File: src/rtl/disp_addr_pkg.sv
package disp_addr_pkg;
  localparam int MODE_W  = 3;
  localparam int SHIFT_N = 5;

  typedef struct packed {
    logic       load;
    logic       advance;
    logic       refDec;
    logic       refOut;
    logic [2:0] stepSel;
    logic [2:0] shiftSel;
  } ctlStrobe_t;
endpackage

File: src/rtl/disp_addr_ctrl.sv
module disp_addr_ctrl
  import disp_addr_pkg::*;
(
  input  logic              clk,
  input  logic              rstN,
  input  logic              startBit,
  input  logic              hsyncN,
  input  logic [MODE_W-1:0] stepMode,
  input  logic              reload,
  input  logic              cycleStb,
  output ctlStrobe_t        stb,
  output logic              hsyncOutN
);
  logic refreshActive;
  logic dispCyc;
  logic halfMode;
  logic halfFlag;

  assign refreshActive = !startBit || !hsyncN;
  assign dispCyc       = cycleStb && !refreshActive;
  assign halfMode      = (stepMode[2:1] == 2'b11);
  assign hsyncOutN     = startBit ? hsyncN : 1'b0;

  always_comb begin
    stb.load     = reload;
    stb.refDec   = cycleStb;
    stb.refOut   = refreshActive;
    stb.advance  = 1'b0;
    stb.stepSel  = 3'd0;
    stb.shiftSel = 3'd0;
    case (stepMode)
      3'd0, 3'd1, 3'd2, 3'd3, 3'd4: begin
        stb.advance  = dispCyc;
        stb.stepSel  = stepMode;
        stb.shiftSel = stepMode;
      end
      3'd5:    stb.advance = 1'b0;
      default: stb.advance = dispCyc && halfFlag;
    endcase
  end

  always_ff @(posedge clk) begin
    if (!rstN)        halfFlag <= 1'b0;
    else if (reload)  halfFlag <= 1'b0;
    else if (dispCyc) halfFlag <= halfMode ? ~halfFlag : 1'b0;
  end

  // sync output stays low until the start bit is set
  a_r8_sync_forced: assert property (@(posedge clk) disable iff (!rstN)
    !startBit |-> !hsyncOutN);
endmodule

File: src/rtl/disp_addr_dpath.sv
module disp_addr_dpath
  import disp_addr_pkg::*;
#(
  parameter int ADDR_W = 20,
  parameter int BUS_W  = 16,
  parameter int REF_W  = 8
) (
  input  logic                clk,
  input  logic                rstN,
  input  ctlStrobe_t          stb,
  input  logic [ADDR_W-1:0]   loadAddr,
  output logic [BUS_W-1:0]    busOut,
  output logic [ADDR_W-BUS_W-1:0] highOut
);
  localparam int HIGH_W = ADDR_W - BUS_W;

  logic [ADDR_W-1:0] dispAddr;
  logic [ADDR_W-1:0] stepAmt;
  logic [REF_W-1:0]  refCnt;
  logic [BUS_W-1:0]  fieldVec [SHIFT_N];
  logic [BUS_W-1:0]  refBus;

  assign stepAmt = stb.advance ? (ADDR_W'(1) << stb.stepSel) : '0;

  always_ff @(posedge clk) begin
    if (!rstN)         dispAddr <= '0;
    else if (stb.load) dispAddr <= loadAddr;
    else               dispAddr <= dispAddr + stepAmt;
  end

  always_ff @(posedge clk) begin
    if (!rstN)           refCnt <= '0;
    else if (stb.refDec) refCnt <= refCnt - 1'b1;
  end

  for (genvar g = 0; g < SHIFT_N; g++) begin : g_field
    assign fieldVec[g] = BUS_W'(refCnt) << g;
  end

  always_comb begin
    refBus = fieldVec[0];
    for (int i = 1; i < SHIFT_N; i++)
      if (stb.shiftSel == 3'(i)) refBus = fieldVec[i];
  end

  assign busOut  = stb.refOut ? refBus : dispAddr[BUS_W-1:0];
  assign highOut = stb.refOut ? '0 : dispAddr[ADDR_W-1:BUS_W];

  // counter steps down once per access
  a_r5_ref_dec: assert property (@(posedge clk) disable iff (!rstN)
    stb.refDec |=> refCnt == $past(refCnt) - 1'b1);
  // reload wins over any step
  a_r9_reload: assert property (@(posedge clk) disable iff (!rstN)
    stb.load |=> dispAddr == $past(loadAddr));
  // no step, no reload, address unchanged
  a_r3_hold_addr: assert property (@(posedge clk) disable iff (!rstN)
    (!stb.advance && !stb.load) |=> $stable(dispAddr));
endmodule

File: src/rtl/disp_addr_refresh.sv
module disp_addr_refresh
  import disp_addr_pkg::*;
#(
  parameter int ADDR_W = 20,
  parameter int BUS_W  = 16,
  parameter int REF_W  = 8
) (
  input  logic                    clk,
  input  logic                    rstN,
  input  logic                    startBit,
  input  logic                    hsyncN,
  input  logic [2:0]              stepMode,
  input  logic [ADDR_W-1:0]       startAddr,
  input  logic                    reload,
  input  logic                    cycleStb,
  output logic [BUS_W-1:0]        busOut,
  output logic [ADDR_W-BUS_W-1:0] highOut,
  output logic                    hsyncOutN
);
  ctlStrobe_t stb;

  disp_addr_ctrl uCtrl (
    .clk(clk), .rstN(rstN), .startBit(startBit), .hsyncN(hsyncN),
    .stepMode(stepMode), .reload(reload), .cycleStb(cycleStb),
    .stb(stb), .hsyncOutN(hsyncOutN)
  );

  disp_addr_dpath #(.ADDR_W(ADDR_W), .BUS_W(BUS_W), .REF_W(REF_W)) uDpath (
    .clk(clk), .rstN(rstN), .stb(stb), .loadAddr(startAddr),
    .busOut(busOut), .highOut(highOut)
  );

  // high bits low whenever refresh is shown
  a_r7_high_zero: assert property (@(posedge clk) disable iff (!rstN)
    (!hsyncN || !startBit) |-> highOut == '0);
endmodule

File: config.mk
export PLATFORM = sky130hd
export DESIGN_NAME = disp_addr_refresh
export DESIGN_NICKNAME = d
export VERILOG_FILES = /design/src/rtl/disp_addr_pkg.sv /design/src/rtl/disp_addr_ctrl.sv /design/src/rtl/disp_addr_dpath.sv /design/src/rtl/disp_addr_refresh.sv
export SDC_FILE = /design/constraint.sdc
export NUM_CORES = 1
export LEC_CHECK = 0
export BUFFER_PORTS_ARGS = -buffer_cell sky130_fd_sc_hd__buf_4
export CAP_MARGIN = 20
export CORE_MARGIN = 5
export CORE_UTILIZATION = 25
export CTS_CLUSTER_DIAMETER = 150
export CTS_CLUSTER_SIZE = 25
export DETAILED_ROUTE_END_ITERATION = 10
export GPL_ROUTABILITY_DRIVEN = 0
export SLEW_MARGIN = 0
export SYNTH_ARGS = -nofsm -noshare
export SYNTH_HDL_FRONTEND = slang
export SYNTH_HIERARCHICAL = 1
export SYNTH_SLANG_ARGS = --single-unit
File: constraint.sdc
create_clock -name clk -period 7.2 [get_ports clk]
set_input_delay 1.08 -clock clk [delete_from_list [all_inputs] [get_ports clk]]
set_output_delay 1.08 -clock clk [all_outputs]
set_load 0.05 [all_outputs]
Yosys cells after proc, flatten, opt, wreduce, memory -nomap -nowiden
Cells that the tools add are included.

operators by class
  reduce and logical (&&, ||, !) cells = 9
  shift operators = 1
  add/sub/neg operators = 2
  muxes and demuxes = 12
  bitwise logic cells = 2
  equal/unequal tests = 10

operator list
  kind                                                  number
  two-way mux 20 bit                                    2
  adder 20 bit                                          1
  << shifter 1 x 3 -> 20 bit (first input constant)     1
  two-way mux 16 bit                                    1
  equality test 3 x 2 -> 1 bit (second input constant)  4
  two-way mux 12 bit                                    1
  two-way mux 11 bit                                    1
  two-way mux 10 bit                                    1
  equality test 3 bit (second input constant)           3
  two-way mux 9 bit                                     1
  subtractor 8 x 1 -> 8 bit (second input constant)     1
  equality test 3 x 1 -> 1 bit (second input constant)  2
  two-way mux 6 bit                                     1
  OR reduction 5 bit                                    1
  two-way mux 4 bit                                     1
  logical NOT 1 bit                                     3
  logical NOT 3 bit                                     1
  equality test 2 bit (second input constant)           1
  logical AND 1 bit                                     2
  two-way mux 1 bit                                     2
  inverter 1 bit                                        2
  case mux 1 bit (2 select lines)                       1
  OR reduction 2 bit                                    1
  logical OR 1 bit                                      1

word-level totals
  flip-flop bits (word level) = 29
  input bits = 29

Depth between registers and ports, before layout
  word-level depth = 9
  mapped depth = 13

Modules after synthesis
The synthesis kept the hierarchy.

modules (own cells, without submodules)
  module           cells an instance  instances  area an instance (um^2)
  disp_addr_dpath  318                1          2352.3
  disp_addr_ctrl   21                 1          147.6

Worst setup path after synthesis
Ideal clock, no wire load.

  path kind = input port to output port
  start point = in stepMode[1]
  end point = out busOut[4]
  buffers on the path = 0
  cell stages on the path = 5
  arrival = 3079 ps
  slack = 3041 ps
  cell sequence = nor3b_1 inv_2 nor3_1 a222oi_1 a21oi_1

between the ends
  word-level cells in the longest chain between the ends = 9

RTL lines
  what                                                        line                     source
  start, declared                                             disp_addr_refresh.sv:12  input logic [2:0] stepMode,
  equality test 3 x 1 -> 1 bit, or another cell as far along  disp_addr_ctrl.sv:31     case (stepMode)
  OR reduction 5 bit                                          disp_addr_ctrl.sv:31
  two-way mux 6 bit (*)                                       disp_addr_ctrl.sv:31
  equality test 3 x 1 -> 1 bit                                disp_addr_dpath.sv:43    if (stb.shiftSel == 3'(i)) refBus = fieldVec[i];
  two-way mux 9 bit                                           disp_addr_dpath.sv:43
  two-way mux 10 bit                                          disp_addr_dpath.sv:43
  two-way mux 11 bit                                          disp_addr_dpath.sv:43
  two-way mux 12 bit (*)                                      disp_addr_dpath.sv:43
  two-way mux 16 bit (*)                                      disp_addr_dpath.sv:46    assign busOut = stb.refOut ? refBus : dispAddr[BUS_W-1:0];
  end, declared                                               disp_addr_refresh.sv:16  output logic [BUS_W-1:0] busOut,

Every way passes the cells marked *; elsewhere a longest branch is shown, timed or not.

==> impl_metrics.env <==
export IMPL_period_share=0.618
export IMPL_totalWireLength_um=7210
export IMPL_grt_max_degree=34
export IMPL_fmax_mhz=225
export IMPL_postSynthAreaPerCell_um2=7.37
export IMPL_grt_overflow_total=0
export IMPL_drive_gt1_frac=0.191
export IMPL_tightest_slew_ps=1090
export IMPL_ys_seq_area_frac=0.232
export IMPL_synthAdderAreaFrac=0.0531
export IMPL_fin_crit_ps=4450
export IMPL_htree_levels=2
export IMPL_synth_edf_count=0
export IMPL_grt_pass1_wl_um=11800
export IMPL_post_drt_via_cell_ratio=5.04
export IMPL_syn_area_um2=2500
export IMPL_cts_tree="built"
export IMPL_cp_buffers_inverters=3
export IMPL_crit_family="simple AND/OR/NAND/NOR gates"
export IMPL_hold_viol=0
export IMPL_io_buffers=49
export IMPL_crit_path_cell_trace="buf_4 -> nor3b_2 -> inv_2 -> nor3_1 -> a222oi_1 -> a21oi_1 -> buf_4"
export IMPL_finalSetupTns_ps=0
export IMPL_status="complete, no violations"
export IMPL_postLayoutCoreUtil=0.311
export IMPL_dr_pass1_iters=4
export IMPL_most_common_layout_cells="buf_4 (51), dfxtp_1 (29), nand2_1 (26), nor2_1 (22), a21oi_1 (20)"
export IMPL_cts_buffers=5
export IMPL_antenna_cells=0
export IMPL_ant_nets=0
export IMPL_cts_sinks=29
export IMPL_place_ws_ps=2710
export IMPL_drtIter0Drc=190
export IMPL_grtUsageTotal=0.122
export IMPL_drcViolationCount=0
export IMPL_setup_viol=0
export IMPL_crit_top_cell="buf_4"
export IMPL_slowest_stage="nor3b_2"
export IMPL_yosys_top_cells_area="dfxtp_1 (23%), ha_1 (4.5%), a21oi_1 (4.0%)"
export IMPL_synth_mux_area_frac=0.0420
export IMPL_worstPathRequired_ps=6120
export IMPL_path_class="in -> out"
export IMPL_root_buffer="clkbuf_8"
export IMPL_ctsHoldBuffers=0
export IMPL_clk_latency_ps=280
export IMPL_synth_ff_type="dfxtp_1"
export IMPL_yosysWarnings=6
export IMPL_synth_compound_area_frac=0.260
export IMPL_antenna_found_initial=0
export IMPL_rsz0062_at_grt="false"
export IMPL_path_max_fanout=19
export IMPL_cts_setup_buffers=0
export IMPL_dieArea_um2=12100
export IMPL_final_nets=410
export IMPL_syn_to_final_growth_pct=21.4
export IMPL_n_fill_cell=1078
export IMPL_cp_depth=7
export IMPL_whs_path_depth=2
export IMPL_fin_skew_ps=7.10
export IMPL_final_common_cell="buf_4"
export IMPL_synth_cell_types=62
export IMPL_setup_ws_ps=2750
export IMPL_post_synth_top_area_fraction=0.232
export IMPL_postSynth_asyncResetShare=0
export IMPL_via_count=2543
export IMPL_cp_slowest_stage_delay_ps=880
export IMPL_rows=36
export IMPL_slew_headroom=0.273
export IMPL_start_util=0.256
export IMPL_grt_pass1_vias=2385
export IMPL_synth_seq_cells=29
export IMPL_rr_worst_depth=12
export IMPL_yosys_area_share_simple=0.287
export IMPL_hold_class="reg -> reg"
export IMPL_dp_hpwl_um=5480
export IMPL_wl_per_cell_um=14.3
export IMPL_syn_inst=339
export IMPL_cts_buffer_depth=2
export IMPL_die_y_um=110
export IMPL_ioPinCount=50
export IMPL_vdd_drop_max_mv=0.0539
export IMPL_synth_xor_area_share=0.0385
export IMPL_path_clk_slew_ps=70
export IMPL_maxCapViolCount=0
export IMPL_crit_arrival_ps=3370
export IMPL_die_width_um=110
export IMPL_synth_top_family_by_area="simple AND/OR/NAND/NOR gates"
export IMPL_power_mw=0.538
export IMPL_slew_violations=0
export IMPL_end_kind="primary output"
export IMPL_core_area_um2=9770
export IMPL_critPathLaunchType="primary input"
export IMPL_syn_num_nets=378
export IMPL_p_leak_nw=1.21
export IMPL_p_per_area_nw_per_um2=177
export IMPL_yosys_area_top_type="dfxtp_1"
export IMPL_cts_resized=0
==> path summary, 6_finish.rpt <==
| path | from | slack, ps | end |
|---|---|---|---|
| max | stepMode[1] | 2750 | busOut[4] |
| min | uCtrl/halfFlag | 470 | uCtrl/halfFlag |
| max reg2reg | uCtrl/halfFlag | 4200 | uDpath/dispAddr[14] |
| min reg2reg | uCtrl/halfFlag | 470 | uCtrl/halfFlag |
==> layer usage <==
layer	GRT usage	share of wire	vias up
li1	-	-	1285
met1	0.173	0.48	1174
met2	0.185	0.45	74
met3	0.0239	0.048	10
met4	0.0410	0.016	0
met5	0	0	-
==> sequential cells by signal, indices dropped and copies added, names as in the netlist <==
| name | count |
|---|---|
| uDpath/dispAddr | 20 |
| uDpath/refCnt | 8 |
| uCtrl/halfFlag | 1 |
==> power by group <==
| group | internal, mW | leakage [nW] | switching, mW |
|---|---|---|---|
| clock | 0.112 | 0.0574 | 0.0669 |
| combinational | 0.0656 | 0.915 | 0.0949 |
| sequential | 0.175 | 0.240 | 0.0231 |
| total | 0.353 | 1.21 | 0.185 |
==> worst min-delay path: cells and delay by family (launching register included) <==
family          cells  cell delay, ps
compound gates      1              50
flops               1             320
simple gates        1              60
==> cell type report <==
type | instances | area [um^2] | area share
Multi-Input combinational cell | 263 | 1710 | 0.562
Sequential cell | 29 | 581 | 0.191
Timing Repair Buffer | 51 | 383 | 0.126
Tap cell | 133 | 166 | 0.0548
Clock buffer | 6 | 82.6 | 0.0272
Inverter | 21 | 78.8 | 0.0260
Clock inverter | 2 | 37.5 | 0.0124
==> logic make-up (layout without fill, tap and decap cells) <==
group | Yosys count | count (layout)
AO/OA/AOI/OAI | 100 | 100
XOR/XNOR | 11 | 11
AND/OR/NAND/NOR | 132 | 132
buffers and inverters | 47 | 80
adder cells (fa/ha/maj) | 10 | 10
multiplexers | 10 | 10
flip-flops | 29 | 29
==> cells in the mapped netlist, drive strengths merged, types with 2 or more instances <==
cell	number
clkbuf	16
nor2	22
xor2	6
nor4	2
a21o	4
xnor2	5
nor2b	15
buf	10
a22oi	3
a21oi	20
mux2	4
o21ai	28
inv	20
mux2i	6
nand2	26
dfxtp	29
o31ai	6
and2	15
a31oi	8
or3	6
nor3	7
o2111ai	3
and3	5
nand2b	5
nand3	14
ha	9
a2bb2oi	3
o21a	3
o211ai	7
or4	4
nand4	7
a311oi	2
==> stage by stage <==
stage          hold slack (ps)  instances  area [um^2]
2_1_floorplan              440        339         2500
3_3_place_gp               460        496         2910
3_5_place_dp               467        496         2910
4_1_cts                    478        504         3030
5_1_grt                    510        505         3040
6_report                   473        505         3040
(Power assumes the default switching activity.)
